File: src/rtl/dct_pkg.sv
package dct_pkg;

    localparam int VEC_W = 8;
    localparam int PRE_W = 7;
    localparam int MASK_BIT = 16;
    localparam int PER_BIT = 17;

    typedef enum logic [1:0] {
        SEL_ENTRY = 2'd0,
        SEL_INIT  = 2'd1,
        SEL_DIV   = 2'd2,
        SEL_CTRL  = 2'd3
    } reg_sel_e;

    typedef struct packed {
        logic             periodic;
        logic             mask;
        logic [VEC_W-1:0] vector;
    } entry_t;

    typedef struct packed {
        logic [PRE_W-1:0] cnt;
    } pre_state_t;

    // Gather bits 3,1,0 and add one; the 3-bit wrap turns 7 into 0 (ratio 1).
    function automatic logic [2:0] ratio_log2(input logic [3:0] cfg);
        logic [2:0] gathered;
        gathered = {cfg[3], cfg[1:0]};
        return gathered + 3'd1;
    endfunction

endpackage

File: src/rtl/dct_prescaler.sv
module dct_prescaler
    import dct_pkg::*;
(
    input  logic       clk,
    input  logic       rst_n,
    input  logic       bus_tick,
    input  logic       restart,
    input  logic [2:0] log2_ratio,
    output logic       div_tick
);

    pre_state_t        st_d, st_q;
    logic [PRE_W:0]    one_hot;
    logic [PRE_W-1:0]  ratio_m1;
    logic [PRE_W:0]    ratio_m1_w;

    always_comb begin
        one_hot    = {{PRE_W{1'b0}}, 1'b1} << log2_ratio;
        ratio_m1_w = one_hot - {{PRE_W{1'b0}}, 1'b1};
        ratio_m1   = ratio_m1_w[PRE_W-1:0];
        div_tick   = bus_tick && !restart && (st_q.cnt >= ratio_m1);
        st_d       = st_q;
        if (restart) begin
            st_d.cnt = '0;
        end else if (bus_tick) begin
            if (div_tick) begin
                st_d.cnt = '0;
            end else begin
                st_d.cnt = st_q.cnt + {{(PRE_W-1){1'b0}}, 1'b1};
            end
        end
    end

    always_ff @(posedge clk) begin
        if (!rst_n) begin
            st_q <= '0;
        end else begin
            st_q <= st_d;
        end
    end

endmodule

File: src/rtl/dct_counter.sv
module dct_counter #(
    parameter int CNT_W = 32
) (
    input  logic             clk,
    input  logic             rst_n,
    input  logic             load,
    input  logic [CNT_W-1:0] load_val,
    input  logic             div_tick,
    input  logic             periodic,
    input  logic [CNT_W-1:0] reload_val,
    output logic [CNT_W-1:0] cur,
    output logic             expire
);

    typedef struct packed {
        logic [CNT_W-1:0] cur;
    } cnt_state_t;

    localparam logic [CNT_W-1:0] ONE = {{(CNT_W-1){1'b0}}, 1'b1};

    cnt_state_t st_d, st_q;
    logic       running;
    logic       last_step;

    always_comb begin
        running   = (st_q.cur != '0);
        last_step = (st_q.cur == ONE);
        expire    = !load && div_tick && last_step;
        st_d      = st_q;
        if (load) begin
            st_d.cur = load_val;
        end else if (div_tick && running) begin
            if (last_step) begin
                st_d.cur = periodic ? reload_val : '0;
            end else begin
                st_d.cur = st_q.cur - ONE;
            end
        end
    end

    always_ff @(posedge clk) begin
        if (!rst_n) begin
            st_q <= '0;
        end else begin
            st_q <= st_d;
        end
    end

    assign cur = st_q.cur;

endmodule

File: src/rtl/dct_pending.sv
module dct_pending #(
    parameter int PEND_W = 4
) (
    input  logic              clk,
    input  logic              rst_n,
    input  logic              inc,
    input  logic              dec,
    input  logic              clr,
    output logic [PEND_W-1:0] count
);

    typedef struct packed {
        logic [PEND_W-1:0] cnt;
    } pend_state_t;

    localparam logic [PEND_W-1:0] FULL = {PEND_W{1'b1}};
    localparam logic [PEND_W-1:0] ONE  = {{(PEND_W-1){1'b0}}, 1'b1};

    pend_state_t st_d, st_q;

    always_comb begin
        st_d = st_q;
        if (clr) begin
            st_d.cnt = '0;
        end else if (inc && !dec) begin
            if (st_q.cnt != FULL) begin
                st_d.cnt = st_q.cnt + ONE;
            end
        end else if (dec && !inc) begin
            if (st_q.cnt != '0) begin
                st_d.cnt = st_q.cnt - ONE;
            end
        end
    end

    always_ff @(posedge clk) begin
        if (!rst_n) begin
            st_q <= '0;
        end else begin
            st_q <= st_d;
        end
    end

    assign count = st_q.cnt;

endmodule

File: src/rtl/div_countdown_timer.sv
module div_countdown_timer
    import dct_pkg::*;
#(
    parameter int CNT_W  = 32,
    parameter int PEND_W = 4
) (
    input  logic              clk,
    input  logic              rst_n,
    input  logic              hw_en,
    input  logic              bus_tick,
    input  logic              wr_en,
    input  logic [1:0]        wr_sel,
    input  logic [31:0]       wr_data,
    input  logic              irq_ack,
    output logic              irq_req,
    output logic [VEC_W-1:0]  irq_vector,
    output logic [CNT_W-1:0]  cur_count,
    output logic [PEND_W-1:0] pending_count,
    output logic [31:0]       entry_o,
    output logic [CNT_W-1:0]  init_count_o,
    output logic [3:0]        div_cfg_o,
    output logic              sw_enabled
);

    typedef struct packed {
        entry_t           entry;
        logic [CNT_W-1:0] init;
        logic [3:0]       divcfg;
        logic             sw_en;
    } regs_t;

    localparam int ENTRY_PAD = 32 - (PER_BIT + 1);
    localparam int GAP_W     = MASK_BIT - VEC_W;

    regs_t      rg_d, rg_q;
    reg_sel_e   sel;
    logic       wr_entry, wr_init, wr_div, wr_ctrl;
    logic       sw_off_wr;
    logic       div_tick;
    logic       expire;
    logic       deliver;
    logic [2:0] log2_ratio;
    logic       unused_bits;

    assign unused_bits = ^{wr_data[31:PER_BIT+1], wr_data[MASK_BIT-1:VEC_W]};

    always_comb begin
        sel       = reg_sel_e'(wr_sel);
        wr_entry  = wr_en && (sel == SEL_ENTRY);
        wr_init   = wr_en && (sel == SEL_INIT);
        wr_div    = wr_en && (sel == SEL_DIV);
        wr_ctrl   = wr_en && (sel == SEL_CTRL);
        sw_off_wr = wr_ctrl && !wr_data[0];

        rg_d = rg_q;
        if (wr_entry) begin
            rg_d.entry.vector   = wr_data[VEC_W-1:0];
            rg_d.entry.periodic = wr_data[PER_BIT];
            rg_d.entry.mask     = wr_data[MASK_BIT] || !rg_q.sw_en;
        end
        if (wr_init) begin
            rg_d.init = CNT_W'(wr_data);
        end
        if (wr_div) begin
            rg_d.divcfg = wr_data[3:0];
        end
        if (wr_ctrl) begin
            rg_d.sw_en = wr_data[0];
            if (!wr_data[0]) begin
                rg_d.entry.mask = 1'b1;
            end
        end
    end

    always_ff @(posedge clk) begin
        if (!rst_n) begin
            rg_q.entry.vector   <= '0;
            rg_q.entry.periodic <= 1'b0;
            rg_q.entry.mask     <= 1'b1;
            rg_q.init           <= '0;
            rg_q.divcfg         <= '0;
            rg_q.sw_en          <= 1'b0;
        end else begin
            rg_q <= rg_d;
        end
    end

    assign log2_ratio = ratio_log2(rg_q.divcfg);

    dct_prescaler u_pre (
        .clk        (clk),
        .rst_n      (rst_n),
        .bus_tick   (bus_tick),
        .restart    (wr_init),
        .log2_ratio (log2_ratio),
        .div_tick   (div_tick)
    );

    dct_counter #(.CNT_W(CNT_W)) u_cnt (
        .clk        (clk),
        .rst_n      (rst_n),
        .load       (wr_init),
        .load_val   (CNT_W'(wr_data)),
        .div_tick   (div_tick),
        .periodic   (rg_q.entry.periodic),
        .reload_val (rg_q.init),
        .cur        (cur_count),
        .expire     (expire)
    );

    assign irq_req    = (pending_count != '0) && hw_en && !rg_q.entry.mask;
    assign irq_vector = rg_q.entry.vector;
    assign deliver    = irq_req && irq_ack;

    dct_pending #(.PEND_W(PEND_W)) u_pend (
        .clk   (clk),
        .rst_n (rst_n),
        .inc   (expire),
        .dec   (deliver),
        .clr   (sw_off_wr),
        .count (pending_count)
    );

    assign entry_o      = {{ENTRY_PAD{1'b0}}, rg_q.entry.periodic, rg_q.entry.mask,
                           {GAP_W{1'b0}}, rg_q.entry.vector};
    assign init_count_o = rg_q.init;
    assign div_cfg_o    = rg_q.divcfg;
    assign sw_enabled   = rg_q.sw_en;

endmodule

File: config.mk
export PLATFORM = sky130hd
export DESIGN_NAME = div_countdown_timer
export DESIGN_NICKNAME = d
export VERILOG_FILES = /design/src/rtl/dct_pkg.sv /design/src/rtl/dct_prescaler.sv /design/src/rtl/dct_counter.sv /design/src/rtl/dct_pending.sv /design/src/rtl/div_countdown_timer.sv
export SDC_FILE = /design/constraint.sdc
export NUM_CORES = 1
export LEC_CHECK = 0
export CORE_MARGIN = 5
export CORE_UTILIZATION = 52
export DETAILED_ROUTE_END_ITERATION = 10
export GPL_TIMING_DRIVEN = 0
export PLACE_DENSITY = 0.95
export SLEW_MARGIN = 10
export SYNTH_ARGS = -nofsm -noshare
export SYNTH_HDL_FRONTEND = slang
export SYNTH_SLANG_ARGS = --single-unit
File: constraint.sdc
create_clock -name clk -period 9.3 [get_ports clk]
set_clock_uncertainty 0.05 [all_clocks]
set_input_delay 1.395 -clock clk [delete_from_list [all_inputs] [get_ports clk]]
set_output_delay 1.395 -clock clk [all_outputs]
set_load 0.1 [all_outputs]
Yosys cells after proc, flatten, opt, wreduce, memory -nomap -nowiden
Cells that the tools add are included.
{"block": "op_classes", "muxes": 12, "n_bitwise": 1, "reduce_logical": 31, "n_addsub": 6, "eq_ne": 6, "order_cmp": 1, "shifts": 1}
{"cell": "$mux 32", "count": 4}
{"cell": "$eq 32x1->1 const B", "count": 1}
{"cell": "$reduce_bool 32->1", "count": 1}
{"cell": "$sub 32x1->32 const B", "count": 1}
{"cell": "$mux 4", "count": 4}
{"cell": "$logic_and 1x1->1", "count": 15}
{"cell": "$mux 9", "count": 1}
{"cell": "$add 7x1->7 const B", "count": 1}
{"cell": "$ge 7x7->1", "count": 1}
{"cell": "$mux 7", "count": 1}
{"cell": "$shl 1x3->7 const A", "count": 1}
{"cell": "$sub 7x1->7 const B", "count": 1}
{"cell": "$logic_not 1->1", "count": 6}
{"cell": "$reduce_bool 2->1", "count": 3}
{"cell": "$add 4x1->4 const B", "count": 1}
{"cell": "$eq 2x2->1 const B", "count": 2}
{"cell": "$ne 4x4->1 const B", "count": 1}
{"cell": "$reduce_bool 4->1", "count": 1}
{"cell": "$reduce_or 2->1", "count": 2}
{"cell": "$sub 4x1->4 const B", "count": 1}
{"cell": "$add 3x1->3 const B", "count": 1}
{"cell": "$reduce_and 3->1", "count": 1}
{"cell": "$eq 2x1->1 const B", "count": 1}
{"cell": "$logic_not 2->1", "count": 1}
{"cell": "other kinds (4)", "count": 5}
{"block": "totals", "out_inout_bits": 114, "input_bits": 40, "regBits": 90}

Depth between registers and ports, before layout
{"block": "depth", "ltp_word": 11, "depth_mapped": 18, "depth_no_buf": 17}

Hierarchy
Synthesis repeated with hierarchy kept, for this count alone.
{"block": "unflattened", "hier_cells": 650, "hier_area_um2": 5407.7}
{"mod": "dct_counter", "instances": 1, "cells_each": 330, "seq_area_each_um2": 640.6, "area_per_inst_um2": 2503.7}
{"mod": "div_countdown_timer", "instances": 1, "cells_each": 229, "seq_area_each_um2": 940.9, "area_per_inst_um2": 2070.7}
{"mod": "dct_prescaler", "instances": 1, "cells_each": 60, "seq_area_each_um2": 140.1, "area_per_inst_um2": 545.5}
{"mod": "dct_pending", "instances": 1, "cells_each": 31, "seq_area_each_um2": 80.1, "area_per_inst_um2": 287.8}

Worst setup path after synthesis
Ideal clock, no wire load.
{"block": "synth_timing", "kind": "reg2reg", "startpoint": "reg rg_q (netlist bit div_cfg_o[3])", "endpoint": "reg u_pend.st_q (netlist bit u_pend.count[3])", "t_arrival_ps": 4172, "slack_ps": 5006, "required_time_ps": 9178, "path_stages_with_launch": 19, "path_cell_list": "dfxtp_1 -> clkbuf_1 -> nand3_1 -> ha_1 -> nor2_1 -> a21oi_1 -> nor2_1 -> a31oi_1 -> ha_1 -> nand4_1 -> and3_1 -> o21a_1 -> nor2_1 -> nand3_1 -> ha_1 -> a21o_1 -> a21oi_1 -> mux2i_1 -> mux2i_1"}
{"block": "synth_between", "elab_chain_len": 11, "word_cells_on_any_way": 15, "cone_classes": "add/sub: 2; order compare: 1; eq/ne: 1; shift: 1; mux: 1; reduce/logical: 9"}
{"item": "start, declared", "line": "div_countdown_timer.sv:35", "source": "regs_t rg_d, rg_q;"}
{"item": "start signal, assigned", "line": "div_countdown_timer.sv:84", "source": "rg_q <= rg_d;"}
{"item": "$add 3x1->3 (*)", "line": "dct_pkg.sv:29", "source": "return gathered + 3'd1;"}
{"item": "$shl 1x3->7 (*)", "line": "dct_prescaler.sv:18", "source": "one_hot = {{PRE_W{1'b0}}, 1'b1} << log2_ratio;"}
{"item": "$sub 7x1->7 (*)", "line": "dct_prescaler.sv:19", "source": "ratio_m1_w = one_hot - {{PRE_W{1'b0}}, 1'b1};"}
{"item": "$ge 7x7->1 (*)", "line": "dct_prescaler.sv:21", "source": "div_tick = bus_tick && !restart && (st_q.cnt >= ratio_m1);"}
{"item": "$logic_and 1x1->1 (*)", "line": "dct_prescaler.sv:21"}
{"item": "$logic_and 1x1->1 (*) (2 in series)", "line": "dct_counter.sv:28", "source": "expire = !load && div_tick && last_step;"}
{"item": "$logic_not 1->1", "line": "dct_pending.sv:29", "source": "end else if (dec && !inc) begin"}
{"item": "$logic_and 1x1->1", "line": "dct_pending.sv:29"}
{"item": "$reduce_bool 2->1 (no source line)"}
{"item": "$reduce_and 3->1 (no source line)"}
{"item": "end signal, assigned", "line": "dct_pending.sv:40", "source": "st_q <= st_d;"}
{"item": "end, declared", "line": "dct_pending.sv:19", "source": "pend_state_t st_d, st_q;"}
Mark *: on every way between the ends. The rest lies on a longest branch, timed or not.
A chain may end at the register's enable or synchronous reset.

Final worst setup path
{"block": "layout_timing", "startpoint": "in hw_en", "endpoint": "out irq_req"}
{"block": "layout_between", "elab_chain_len": 2}
{"item": "start, declared", "line": "div_countdown_timer.sv:9", "source": "input logic hw_en,"}
{"item": "$logic_and 1x1->1 (2 in series)", "line": "div_countdown_timer.sv:111", "source": "assign irq_req = (pending_count != '0) && hw_en && !rg_q.entry.mask;"}
{"item": "end, declared", "line": "div_countdown_timer.sv:15", "source": "output logic irq_req,"}
Every way passes these cells.

==> results_dict.tcl <==
set metrics [dict create \
    first_iter_violations 794 \
    hold_path.class "flip-flop to flip-flop" \
    fin_hold_ws_ps 425 \
    final_cell_mix "clkdlybuf4s50_1, nand2_1, dfxtp_1" \
    synthArstFlopShare 0 \
    final_nets 894 \
    maxSlewHeadroom 0.300 \
    worstPathCellList "clkdlybuf4s50_1 > nor2b_1 > and2_1 > clkdlybuf4s50_1" \
    crit_path_end_kind "primary output" \
    layout-drive-gt1-share 0.0757 \
    avgRoutedWirePerCell_um 19.5 \
    instances_no_fill 978 \
    finalCritPeriodShare 0.507 \
    start_kind "input pin" \
    syn2layout_area_growth_pct 33.4 \
    ios 154 \
    vias 6041 \
    grt_util_met1 0.377 \
    final_common_cell "clkdlybuf4s50_1" \
    grt.busiest_layer "met2" \
    cts-root-buf "clkbuf_8" \
    cts_resized 0 \
    syn_avg_cell_area_um2 7.66 \
    die_width_um 110 \
    rows 36 \
    fmax_mhz 212 \
    drc_errors 0 \
    clkLatencyLatePin_ps 390 \
    worstMarginPinSlew_ps 1040 \
    io_buffers 129 \
    cts_hold_buf 0 \
    start_util 0.532 \
    die_h_um 110 \
    grtUsageTotal 0.313 \
    synthCells 679 \
    maxCapViolations 0 \
    first_pass_iters 7 \
    antenna_found_initial 0 \
    synthesis.area_mm2 0.00520 \
    ys_seq_area_frac 0.346 \
    grt-ovfl-total 0 \
    fin_crit_ps 4710 \
    clk_pin_slew_ps 100 \
    grt_pass1_wl_um 29300 \
    gp_congestion 0.999 \
    synth_edf_count 0 \
    finalMaxSlewViolations 0 \
    power.density_mw_per_mm2 183 \
    grt_use_met3 0.0990 \
    arrival_ps 3270 \
    post_cts_buffers 0 \
    placed_cells 962 \
    synth_top_area_frac 0.346 \
    utilization 0.710 \
    yosysUniqueCellTypes 64 \
    diodes 0 \
    cts_inserted_buffers 9 \
    grt_pass1_vias 5702 \
    crit_path_frequent_cell "clkdlybuf4s50_1" \
    synth_area_leaders "dfxtp_1, nand2_1, a21oi_1, buf_4, nor2_1" \
    grt_max_degree 17 \
    cts_tree "yes" \
    ys_ff_latch 90 \
    crit_buf_inv 2 \
    htree_levels 3 \
    post-dp-hpwl_um 13800 \
    core_mm2 0.00977 \
    synthFlopType "dfxtp_1" \
    clock_path_buffers 2 \
    rsz0062_at_grt "false" \
    cpMaxStageDelayCell "clkdlybuf4s50_1" \
    synth_top_area_cell "dfxtp_1" \
    routed_wirelength_um 19000 \
    via_per_inst 6.18 \
    status "finished, final reports clean" \
    antenna_left 0 \
    fill_cells 816 \
    p_leak_nw 2.65 \
    setup.worst_path.class "input pin to primary output" \
    ys_warn_count 0 \
    grtUsageMet2 0.503 \
    path_max_fanout 2 \
    timing.final.hold_violations 0 \
    clock-sinks 90 \
    cp.required_ps 7860 \
    cpPeakStageDelay_ps 1130 \
    multi_input_area_mm2 0.00302 \
    p_total_w 0.00127 \
    fin_setup_tns_ps 0 \
    cpLargestDelayFamily "buffers and inverters" \
    setup_viol 0 \
    max-vdd-ir-drop_mv 0.119 \
    ff_latch_area_mm2 0.00180 \
    dieArea_mm2 0.0121 \
]
## metal layers
layer,vias to the layer above,part of all wire
met3,118,0.14
met5,-,0
met4,0,0.053
li1,2730,-
met1,2698,0.36
met2,495,0.45
## where the power goes
part	leakage (nW)	total [W]	internal [W]	switching, W
Combinational	1.83	0.000545	0.000149	0.000396
Sequential	0.732	0.000433	0.000406	0.0000270
Clock	0.0939	0.000288	0.000127	0.000161
## cell type report
cell class / count / share of cell area
inverters: 9 / 0.00487
flip-flops and latches: 90 / 0.260
multi-input cells: 525 / 0.436
plain buffers: 76 / 0.0610
repair buffers: 129 / 0.186
clock buffers: 10 / 0.0184
well taps: 133 / 0.0240
clock inverters: 6 / 0.0103
## cells in the mapped netlist (16+ instances only)
cell / number
nor2_1: 59
nand2_1: 105
o21ai_1: 16
a21oi_1: 63
nand4_1: 20
a31oi_1: 20
dfxtp_1: 90
clkbuf_1: 33
nand3_1: 22
mux2i_1: 17
buf_4: 32
o21ai_0: 26
## worst paths after layout
check / start / end / slack, ps / depth (start not counted)
min: init_count_o[17] / init_count_o[17] / 420 / 2
max: hw_en / irq_req / 4590 / 4
min reg2reg: init_count_o[17] / init_count_o[17] / 420 / 2
max reg2reg: div_cfg_o[0] / u_pend.count[3] / 4820 / 18
## metrics by stage
| step | setup slack, ps | cell area (um2) |
|---|---|---|
| detailed placement | 4580 | 6740 |
| CTS | 4580 | 6940 |
| global route | 4440 | 6940 |
| floorplan | 5010 | 5280 |
| global placement | 4610 | 6740 |
| finish | 4590 | 6940 |
## flip-flops by register name, summed over array words and instances, names as in the netlist
signal and cells:
u_pend.count 4, init_count_o 32, irq_vector 8, entry_o 2
sw_enabled 1, u_pre.st_q 7, div_cfg_o 4, u_cnt.cur 32
## logic make-up (layout without fill, tap and decap cells)
family,Yosys count,in the layout,synth area share
other,1,22,0.000721
buffers and inverters,85,230,0.0878
AND/OR/NAND/NOR,279,279,0.261
XOR/XNOR,13,13,0.0219
flip-flops,90,90,0.346
adder cells (fa/ha/maj),14,14,0.0351
AO/OA/AOI/OAI,180,180,0.214
multiplexers,17,17,0.0327
## worst register-to-register path: cells and delay by family, from the launching register on
family	cells	cell delay (ps)
muxes	2	430
buffers and inverters	1	200
DFF	1	320
AOI/OAI and AO/OA	5	540
adders and majority gates	3	1000
and+or+nand+nor	7	1870
Power figures use the tool's default switching activity.
